File: config.mk
export PLATFORM = sky130hd
export DESIGN_NAME = spiq_master
export DESIGN_NICKNAME = d
export VERILOG_FILES = /design/src/rtl/spiq_pkg.sv /design/src/rtl/spiq_bit_engine.sv /design/src/rtl/spiq_queue_seq.sv /design/src/rtl/spiq_master.sv
export SDC_FILE = /design/constraint.sdc
export NUM_CORES = 1
export LEC_CHECK = 0
export ABC_AREA = 1
export ABC_CLOCK_PERIOD_IN_PS = 2800
export BUFFER_PORTS_ARGS = -buffer_cell sky130_fd_sc_hd__buf_2
export CORE_MARGIN = 3
export CORE_UTILIZATION = 60
export CTS_CLUSTER_DIAMETER = 80
export CTS_CLUSTER_SIZE = 16
export DETAILED_ROUTE_END_ITERATION = 10
export GPL_TIMING_DRIVEN = 0
export PLACE_DENSITY = 0.76
export SKIP_CTS_REPAIR_TIMING = 1
export SLEW_MARGIN = 25
export SYNTH_ARGS = -nofsm -noshare
export SYNTH_HDL_FRONTEND = slang
export SYNTH_SLANG_ARGS = --single-unit
File: constraint.sdc
create_clock -name clk -period 2.8 [get_ports clk]
set_clock_uncertainty 0.2 [all_clocks]
set_input_delay 0.28 -clock clk [delete_from_list [all_inputs] [get_ports clk]]
set_output_delay 0.28 -clock clk [all_outputs]
set_load 0.01 [all_outputs]
File: src/rtl/spiq_pkg.sv
package spiq_pkg;

    typedef enum logic [1:0] {
        SQ_IDLE = 2'd0,
        SQ_RUN  = 2'd1,
        SQ_GAP  = 2'd2
    } seq_state_e;

    localparam logic [7:0] A_DIV   = 8'h00;
    localparam logic [7:0] A_FMT   = 8'h01;
    localparam logic [7:0] A_FIRST = 8'h02;
    localparam logic [7:0] A_LAST  = 8'h03;
    localparam logic [7:0] A_CTRL  = 8'h04;
    localparam logic [7:0] A_STAT  = 8'h05;
    localparam logic [7:0] A_CUR   = 8'h06;
    localparam logic [7:0] A_LOCK  = 8'h07;

    localparam int CTRL_CONT_BIT  = 7;
    localparam int CTRL_GO_BIT    = 6;
    localparam int CTRL_IRQEN_BIT = 5;
    localparam int CMD_HOLD_BIT   = 7;

    localparam logic [5:0] FMT_RESET = 6'h23;

endpackage

File: src/rtl/spiq_bit_engine.sv
module spiq_bit_engine #(
    parameter int DW    = 8,
    parameter int DIV_W = 8
) (
    input  logic             clk,
    input  logic             rst_n,
    input  logic             start,
    input  logic [DW-1:0]    tx_byte,
    input  logic [DIV_W-1:0] half_div,
    input  logic             miso,
    output logic             sck,
    output logic             mosi,
    output logic             busy,
    output logic             done,
    output logic [DW-1:0]    rx_byte
);
    localparam int BIT_W = (DW > 1) ? $clog2(DW) : 1;

    typedef struct packed {
        logic             act;
        logic             low;
        logic [DIV_W-1:0] cnt;
        logic [BIT_W-1:0] bitn;
        logic [DW-1:0]    txs;
        logic [DW-1:0]    rxs;
        logic             sck;
        logic             mosi;
        logic             done;
    } eng_t;

    eng_t eng_d, eng_q;

    always_comb begin
        eng_d      = eng_q;
        eng_d.done = 1'b0;
        if (start && !eng_q.act) begin
            eng_d.act  = 1'b1;
            eng_d.low  = 1'b1;
            eng_d.cnt  = '0;
            eng_d.bitn = '0;
            eng_d.sck  = 1'b0;
            eng_d.mosi = tx_byte[DW-1];
            eng_d.txs  = tx_byte << 1;
        end else if (eng_q.act) begin
            if (eng_q.cnt == half_div - 1'b1) begin
                eng_d.cnt = '0;
                if (eng_q.low) begin
                    eng_d.low = 1'b0;
                    eng_d.sck = 1'b1;
                    eng_d.rxs = {eng_q.rxs[DW-2:0], miso};
                end else if (eng_q.bitn == BIT_W'(DW - 1)) begin
                    eng_d.act  = 1'b0;
                    eng_d.done = 1'b1;
                end else begin
                    eng_d.bitn = eng_q.bitn + 1'b1;
                    eng_d.low  = 1'b1;
                    eng_d.sck  = 1'b0;
                    eng_d.mosi = eng_q.txs[DW-1];
                    eng_d.txs  = eng_q.txs << 1;
                end
            end else begin
                eng_d.cnt = eng_q.cnt + 1'b1;
            end
        end
    end

    always_ff @(posedge clk or negedge rst_n) begin
        if (!rst_n) begin
            eng_q      <= '0;
            eng_q.sck  <= 1'b1;
            eng_q.mosi <= 1'b1;
        end else begin
            eng_q <= eng_d;
        end
    end

    assign sck     = eng_q.sck;
    assign mosi    = eng_q.mosi;
    assign busy    = eng_q.act;
    assign done    = eng_q.done;
    assign rx_byte = eng_q.rxs;


    sck_idle_high_chk: assert property (@(posedge clk) disable iff (!rst_n)
        !eng_q.act |-> eng_q.sck);


    mosi_hold_high_chk: assert property (@(posedge clk) disable iff (!rst_n)
        (eng_q.sck && $past(eng_q.sck)) |-> $stable(eng_q.mosi));

endmodule

File: src/rtl/spiq_queue_seq.sv
module spiq_queue_seq
    import spiq_pkg::*;
#(
    parameter int SLOTS = 16,
    parameter int CW    = 8,
    parameter int DIV_W = 8,
    localparam int SLOT_W = (SLOTS > 1) ? $clog2(SLOTS) : 1
) (
    input  logic              clk,
    input  logic              rst_n,
    input  logic              go,
    input  logic [SLOT_W-1:0] q_first,
    input  logic [SLOT_W-1:0] q_last,
    input  logic [CW-1:0]     cmd_byte,
    input  logic [DIV_W-1:0]  half_div,
    input  logic              eng_done,
    input  logic              eng_busy,
    output logic              eng_start,
    output logic              cs_n,
    output logic [SLOT_W-1:0] cur,
    output logic              busy,
    output logic              rx_we,
    output logic              finish
);
    typedef struct packed {
        seq_state_e       state;
        logic [SLOT_W-1:0] cur;
        logic             cs_n;
        logic             start;
        logic [DIV_W-1:0] gap;
    } seq_t;

    seq_t seq_d, seq_q;

    function automatic logic [SLOT_W-1:0] next_slot(input logic [SLOT_W-1:0] s);
        return (s == SLOT_W'(SLOTS - 1)) ? '0 : s + 1'b1;
    endfunction

    always_comb begin
        seq_d       = seq_q;
        seq_d.start = 1'b0;
        rx_we       = 1'b0;
        finish      = 1'b0;
        unique case (seq_q.state)
            SQ_IDLE: begin
                if (go) begin
                    seq_d.state = SQ_RUN;
                    seq_d.cur   = q_first;
                    seq_d.cs_n  = 1'b0;
                    seq_d.start = 1'b1;
                end
            end
            SQ_RUN: begin
                if (eng_done) begin
                    rx_we = 1'b1;
                    if (seq_q.cur == q_last) begin
                        finish      = 1'b1;
                        seq_d.state = SQ_IDLE;
                        seq_d.cs_n  = !cmd_byte[CMD_HOLD_BIT];
                    end else if (cmd_byte[CMD_HOLD_BIT]) begin
                        seq_d.cur   = next_slot(seq_q.cur);
                        seq_d.start = 1'b1;
                    end else begin
                        seq_d.cs_n  = 1'b1;
                        seq_d.gap   = '0;
                        seq_d.state = SQ_GAP;
                    end
                end
            end
            SQ_GAP: begin
                if (seq_q.gap == half_div - 1'b1) begin
                    seq_d.state = SQ_RUN;
                    seq_d.cur   = next_slot(seq_q.cur);
                    seq_d.cs_n  = 1'b0;
                    seq_d.start = 1'b1;
                end else begin
                    seq_d.gap = seq_q.gap + 1'b1;
                end
            end
            default: seq_d.state = SQ_IDLE;
        endcase
    end

    always_ff @(posedge clk or negedge rst_n) begin
        if (!rst_n) begin
            seq_q       <= '0;
            seq_q.state <= SQ_IDLE;
            seq_q.cs_n  <= 1'b1;
        end else begin
            seq_q <= seq_d;
        end
    end

    assign eng_start = seq_q.start;
    assign cs_n      = seq_q.cs_n;
    assign cur       = seq_q.cur;
    assign busy      = (seq_q.state != SQ_IDLE);


    cs_low_while_shifting_chk: assert property (@(posedge clk) disable iff (!rst_n)
        eng_busy |-> !seq_q.cs_n);


    slot_step_chk: assert property (@(posedge clk) disable iff (!rst_n)
        ($past(busy) && busy && !$stable(seq_q.cur)) |-> seq_q.cur == next_slot($past(seq_q.cur)));

endmodule

File: src/rtl/spiq_master.sv
module spiq_master
    import spiq_pkg::*;
#(
    parameter int SLOTS   = 16,
    parameter int DW      = 8,
    parameter int AW      = 8,
    parameter int DIV_W   = 8,
    parameter int DIV_MIN = 8,
    parameter int TX_BASE = 64
) (
    input  logic          clk,
    input  logic          rst_n,
    input  logic          reg_we,
    input  logic [AW-1:0] reg_addr,
    input  logic [DW-1:0] reg_wdata,
    output logic [DW-1:0] reg_rdata,
    output logic          irq,
    output logic          sck,
    output logic          mosi,
    input  logic          miso,
    output logic          cs_n
);
    localparam int SLOT_W   = (SLOTS > 1) ? $clog2(SLOTS) : 1;
    localparam int WORDS    = 2 * SLOTS;
    localparam int WORD_W   = SLOT_W + 1;
    localparam int RX_BASE  = TX_BASE + WORDS;
    localparam int CMD_BASE = RX_BASE + WORDS;

    typedef struct packed {
        logic [DIV_W-1:0]               div;
        logic [5:0]                     fmt;
        logic [SLOT_W-1:0]              first;
        logic [SLOT_W-1:0]              last;
        logic                           go;
        logic                           irq_en;
        logic                           cont;
        logic                           done;
        logic                           lock;
        logic [WORDS-1:0][DW-1:0]       tx;
        logic [WORDS-1:0][DW-1:0]       rx;
        logic [SLOTS-1:0][DW-1:0]       cmd;
    } regs_t;

    regs_t r_d, r_q;

    logic              busy, eng_busy, eng_done, eng_start, rx_we, finish, go_pulse;
    logic [SLOT_W-1:0] cur;
    logic [DW-1:0]     eng_rx;
    logic [AW-1:0]     off_tx, off_rx, off_cmd;
    logic              in_tx, in_rx, in_cmd;

    assign off_tx  = reg_addr - AW'(TX_BASE);
    assign off_rx  = reg_addr - AW'(RX_BASE);
    assign off_cmd = reg_addr - AW'(CMD_BASE);
    assign in_tx   = off_tx  < AW'(WORDS);
    assign in_rx   = off_rx  < AW'(WORDS);
    assign in_cmd  = off_cmd < AW'(SLOTS);

    assign go_pulse = reg_we && (reg_addr == AW'(A_CTRL)) && reg_wdata[CTRL_GO_BIT] && !busy;

    always_comb begin
        r_d = r_q;
        if (reg_we) begin
            unique case (reg_addr)
                AW'(A_DIV): if (!busy) begin
                    r_d.div = (reg_wdata < DW'(DIV_MIN)) ? DIV_W'(DIV_MIN) : DIV_W'(reg_wdata);
                end
                AW'(A_FMT):   r_d.fmt = reg_wdata[5:0];
                AW'(A_FIRST): if (!busy) r_d.first = reg_wdata[SLOT_W-1:0];
                AW'(A_LAST):  if (!busy) r_d.last  = reg_wdata[SLOT_W-1:0];
                AW'(A_CTRL): begin
                    r_d.cont   = reg_wdata[CTRL_CONT_BIT];
                    r_d.irq_en = reg_wdata[CTRL_IRQEN_BIT];
                    if (!busy) r_d.go = reg_wdata[CTRL_GO_BIT];
                end
                AW'(A_STAT):  if (!reg_wdata[0]) r_d.done = 1'b0;
                AW'(A_LOCK):  r_d.lock = reg_wdata[0];
                default: ;
            endcase
            if (in_tx && !busy)  r_d.tx[off_tx[WORD_W-1:0]]   = reg_wdata;
            if (in_cmd && !busy) r_d.cmd[off_cmd[SLOT_W-1:0]] = reg_wdata;
        end
        if (rx_we) r_d.rx[{cur, 1'b1}] = eng_rx;
        if (finish) begin
            r_d.done = 1'b1;
            r_d.go   = 1'b0;
        end
    end

    always_ff @(posedge clk or negedge rst_n) begin
        if (!rst_n) begin
            r_q     <= '0;
            r_q.div <= DIV_W'(DIV_MIN);
            r_q.fmt <= FMT_RESET;
        end else begin
            r_q <= r_d;
        end
    end

    always_comb begin
        reg_rdata = '0;
        unique case (reg_addr)
            AW'(A_DIV):   reg_rdata = DW'(r_q.div);
            AW'(A_FMT):   reg_rdata = DW'(r_q.fmt);
            AW'(A_FIRST): reg_rdata = DW'(r_q.first);
            AW'(A_LAST):  reg_rdata = DW'(r_q.last);
            AW'(A_CTRL): begin
                reg_rdata[CTRL_CONT_BIT]  = r_q.cont;
                reg_rdata[CTRL_GO_BIT]    = r_q.go;
                reg_rdata[CTRL_IRQEN_BIT] = r_q.irq_en;
            end
            AW'(A_STAT):  reg_rdata = DW'(r_q.done);
            AW'(A_CUR):   reg_rdata = DW'(cur);
            AW'(A_LOCK):  reg_rdata = DW'(r_q.lock);
            default: begin
                if (in_tx)  reg_rdata = r_q.tx[off_tx[WORD_W-1:0]];
                if (in_rx)  reg_rdata = r_q.rx[off_rx[WORD_W-1:0]];
                if (in_cmd) reg_rdata = r_q.cmd[off_cmd[SLOT_W-1:0]];
            end
        endcase
    end

    assign irq = r_q.done && r_q.irq_en;

    spiq_queue_seq #(
        .SLOTS (SLOTS),
        .CW    (DW),
        .DIV_W (DIV_W)
    ) u_seq (
        .clk       (clk),
        .rst_n     (rst_n),
        .go        (go_pulse),
        .q_first   (r_q.first),
        .q_last    (r_q.last),
        .cmd_byte  (r_q.cmd[cur]),
        .half_div  (r_q.div),
        .eng_done  (eng_done),
        .eng_busy  (eng_busy),
        .eng_start (eng_start),
        .cs_n      (cs_n),
        .cur       (cur),
        .busy      (busy),
        .rx_we     (rx_we),
        .finish    (finish)
    );

    spiq_bit_engine #(
        .DW    (DW),
        .DIV_W (DIV_W)
    ) u_eng (
        .clk      (clk),
        .rst_n    (rst_n),
        .start    (eng_start),
        .tx_byte  (r_q.tx[{cur, 1'b0}]),
        .half_div (r_q.div),
        .miso     (miso),
        .sck      (sck),
        .mosi     (mosi),
        .busy     (eng_busy),
        .done     (eng_done),
        .rx_byte  (eng_rx)
    );


    go_self_clear_chk: assert property (@(posedge clk) disable iff (!rst_n)
        finish |=> (!r_q.go && r_q.done));


    done_sticky_chk: assert property (@(posedge clk) disable iff (!rst_n)
        (r_q.done && !(reg_we && reg_addr == AW'(A_STAT) && !reg_wdata[0])) |=> r_q.done);


    last_ptr_locked_chk: assert property (@(posedge clk) disable iff (!rst_n)
        (busy && reg_we && reg_addr == AW'(A_LAST)) |=> $stable(r_q.last));


    div_floor_chk: assert property (@(posedge clk) disable iff (!rst_n)
        r_q.div >= DIV_W'(DIV_MIN));

endmodule

[After elaboration in Yosys (flattened, before gate mapping)]
Cells that the tools add are included.
Widths: inputs -> output; s select.
Word-level totals
  register bits after elaboration: 715
  input bits: 20
  output and inout port bits: 12
Operators by class
  add/subtract/negate cells: 8
  magnitude comparators: 13
  equality and inequality tests: 27
  muxes and demuxes: 73
  bitwise operators: 2
  reduce and logical (&&, ||, !) cells: 42
Operators by type and width (number)
  $bwmux 256: 2
  $mux 261: 1
  $mux 256: 1
  $mux 8: 18
  $bwmux 128: 1
  $bmux 8 s4: 3
  $bmux 8 s5: 2
  $demux 8 s4: 2
  $demux 8 s5: 1
  $pmux 5 s8: 1
  $eq 8x3->1 const B: 4
  $mux 32: 1
  $lt 5x6->1 const B: 4
  $mux 11: 2
  $mux 22: 1
  $mux 21: 1
  $mux 1: 20
  $pmux 6 s3: 1
  $reduce_and 3->1: 6
  $add 8x1->8 const B: 2
  $eq 8x2->1 const B: 2
  $eq 8x8->1: 2
  $lt 8x6->1 const B: 2
  $mux 16: 1
  other kinds (39): 84

[Depth between registers and ports, before layout]
  word-level depth: 9
  depth in mapped cells: 15
  depth with buffers taken out: 15

[By module]
A second synthesis with hierarchy kept.
Second synthesis, totals
  cell total of the unflattened synthesis: 4015
  area total of the unflattened synthesis: 30528.0 um^2
Modules (own cells, without submodules)
  spiq_master: times used 1, cells each 3556, area each 27236.1 um^2
  spiq_bit_engine: times used 1, cells each 243, area each 1926.8 um^2
  spiq_queue_seq: times used 1, cells each 216, area each 1365.1 um^2

[Least setup slack after synthesis]
No wires, ideal clock.
  path kind: register to register
  start: register r_q[659] in the netlist's numbering
  end: register u_eng.eng_q (netlist bit u_eng.rx_byte[0])
  setup time: 0.133 ns
  data arrival time: 2.001 ns
  required time: 2.467 ns
  path slack: 0.466 ns
  cell stages (with the launch flop): 14
  path buffers: 1
  period minus slack after synthesis: 2.334 ns
  cells stage by stage: dfrtp_1 inv_2 ha_1 inv_1 nand2_1 nand2_1 xor2_1 nor2_2 nand3_1 nor2_4 nand3_4 nor2_8 buf_8 o21ai_0
Between the ends
  word-level cells in the longest chain between the ends: 3
RTL lines
  start: declaration: line spiq_master.sv:44  | regs_t r_d, r_q;
  start signal: assignment: line spiq_master.sv:96  | r_q <= r_d;
  $sub 8x1->8: line spiq_bit_engine.sv:45  | if (eng_q.cnt == half_div - 1'b1) begin
  $eq 8x8->1: line spiq_bit_engine.sv:45
  $reduce_and 4->1 (no line)
  end signal: assignment: line spiq_bit_engine.sv:73  | eng_q <= eng_d;
  end: declaration: line spiq_bit_engine.sv:31  | eng_t eng_d, eng_q;
No other way between the ends.
A chain may end at the register's enable or synchronous reset.

[Worst setup path in the final report]
  start: register u_seq.seq_q (netlist bit u_seq.cur[0])
  end: output reg_rdata[0]
Between the ends
  word-level cells in the longest chain between the ends: 1
RTL lines
  start: declaration: line spiq_queue_seq.sv:33  | seq_t seq_d, seq_q;
  start signal: assignment: line spiq_queue_seq.sv:90  | seq_q <= seq_d;
  $pmux 5 s8: line spiq_master.sv:102  | unique case (reg_addr)
  end: declaration: line spiq_master.sv:16  | output logic [DW-1:0] reg_rdata,
No other way between the ends.

==> metrics.cfg <==
[status]
status=complete, but fails checks
violations=negative setup slack

[logic_synthesis]
netlist_area_sq_um=28100
synth_top_area_frac=0.515
yosys-top-cells-area=dfrtp_1 (52%), nand2_1 (14%), o21ai_0 (13%)
synth-simple-area-share=0.213
synth_top_family_by_area=simple AND/OR/NAND/NOR gates
synthDistinctLibCells=50
synthCells=3401
synth-compound-area-share=0.200
yosysSeqAreaShare=0.522
yosys_register_bits=586
syn_area_per_cell_sq_um=8.27
syn-num-nets=3436
synth_top_area_cell=dfrtp_1
yosys_warnings=0
synth_xor_area_frac=0.00498
synthAdderAreaFrac=0.00667
synthMuxAreaShare=0

[sta]
finalCritPeriodShare=1.07
layout_setup_ws_ps=-186
slew_headroom=0.372
setup_violations=9
fmax_mhz=335
hold_violations=0
whs_ps=86.3
rsz0062_at_grt=yes
timing.final.crit_period_ps=2990
drv_slew=0
worstMarginPinSlew_ps=942

[routing]
drt_pass1_iterations=7
wl_per_cell_um=24.9
drtIter0Drc=3929
drt_wl_total_um=103000
highest_layer=met5
ant_nets=0
met2_length_um=43300
vias=26700
wl_met3_um=13300
drc_errors=0
avgViaCountPerCell=6.48
wl_met1_um=39300

[critical_path]
crit_type=reg2out
worst_setup_path_start_kind=register
cp_data_arrival_time_ps=2510
cp_max_fo=6
worst_setup_path_end_kind=primary output
required_ps=2320

[worst_hold_path]
min-delay-path-class=in2async

[die]
num_io_pins=32
fp.dieW_um=223
core_sq_um=45900
die-area_sq_um=49500
die_y_um=223
rows=78
initial_core_util=0.613

[global_routing]
gr-total-overflow=0
track_usage=0.407
grt_pass1_vias=25000
grt_pass1_wl_um=153000
antenna_found_initial=4
grt_max_degree=91

[layout]
fin_nets=3543
drive_above_1_share=0.106
antenna_cells=0
layout_common_cells=nand2_1 (1,038), o21ai_0 (707), dfrtp_1 (578)
final_common_cell=nand2_1
area_growth_pct=11.3
stdcell_count=4118
num-fill-cells=3734

[cts]
h-tree-depth=2
clkLatencyLatePin_ps=600
clk_path_buf_depth=3
cts_root_buf=clkbuf_16
cts.sinks=586
cts_buffers=43
clkSlewWorstSetupHoldPaths_ps=70
cts_tree=yes

[placed_design]
gp_congestion=1.09
pre_cts_ws_ps=-940
post-place-cells=4038
hpwl_um=74400
port_buffers=31

[flow_run]
drv_cap=0

[power]
power_leakage_uw=0.0141
p_total_uw=16500
power_density_nw_per_um2=528
vdd_drop_max_v=0.000626

## synth_stat cells (all sizes together)
| master | count |
|---|---|
| a211oi | 5 |
| a21boi | 1 |
| a21oi | 83 |
| a221oi | 2 |
| a22o | 36 |
| a22oi | 108 |
| a31oi | 1 |
| buf | 72 |
| clkbuf | 144 |
| clkinv | 3 |
| dfrtp | 579 |
| dfstp | 7 |
| ha | 15 |
| inv | 143 |
| nand2 | 1068 |
| nand3 | 124 |
| nand3b | 2 |
| nand4 | 44 |
| nor2 | 132 |
| nor3 | 18 |
| nor4 | 1 |
| o2111ai | 1 |
| o211ai | 7 |
| o21ai | 764 |
| o22ai | 10 |
| o2bb2ai | 7 |
| or2 | 8 |
| xnor2 | 1 |
| xor2 | 15 |
## where the power goes
part	internal (uW)	leakage (uW)	total, uW	switching [uW]
clock network	2980	0.000587	6080	3100
logic	393	0.00546	1470	1080
registers	8750	0.00803	8980	230
total	12100	0.0141	16500	4410
## flip-flops by register name, indices dropped and copies added (netlist names), 4 cells and up
register / flops
r_q: 539
u_eng.eng_q: 19
u_eng.rx_byte: 8
u_seq.cur: 4
u_seq.seq_q: 10
## metal layers
metal  GRT usage  vias to the layer above
li1            -                    11600
met1       0.562                    12800
met2       0.578                     1902
met3       0.113                      385
met4       0.238                        4
met5           0                        -
## critical path, stage by stage (launching register included)
cell      delay, ps
dfrtp_2         480
buf_12          170
clkinv_8         50
buf_12          100
buf_12          100
o211ai_1         90
nor3_2          410
nand4_1         270
buf_2           210
## through the flow
stage               utilization  area (sq um)  TNS [ps]
floorplan                     -         28100         0
global placement          0.633         29000  -6003400
detailed placement        0.637         29200    -39200
CTS                       0.663         30400    -41800
global route              0.683         31300      -493
finish                    0.683         31300      -731
## cell families (layout without fill, tap and decap cells)
| family | Yosys count | in the layout |
|---|---|---|
| AND/OR/NAND/NOR | 1397 | 1398 |
| adder cells (fa/ha/maj) | 15 | 15 |
| flip-flops | 586 | 586 |
| AO/OA/AOI/OAI | 1025 | 1025 |
| XOR/XNOR | 16 | 16 |
| buffers and inverters | 362 | 478 |
## path summary, 6_finish.rpt
| check | slack [ps] | start | to | depth (start not counted) |
|---|---|---|---|---|
| setup / recovery | -190 | u_seq.cur[0] | reg_rdata[0] | 8 |
| hold / removal | 90 | rst_n | r_q[594] | 2 |
| setup reg to reg | -90 | u_seq.cur[0] | u_eng.eng_q[18] | 9 |
| hold reg to reg | 270 | u_eng.sck | u_eng.sck | 2 |
| max in group asynchronous | 990 | rst_n | r_q[90] | 4 |
| min in group clk | 90 | reg_addr[4] | r_q[495] | 5 |
## area by class of cell
cell class,count,area (sq um),area share
Clock buffer,50,1100,0.0352
Multi-Input combinational cell,2454,12300,0.392
Sequential cell,586,14700,0.469
Tap cell,600,751,0.0240
Buffer,210,1200,0.0383
Inverter,146,586,0.0187
Clock inverter,5,109,0.00348
Timing Repair Buffer,67,601,0.0192
Power figures use the tool's default switching activity.
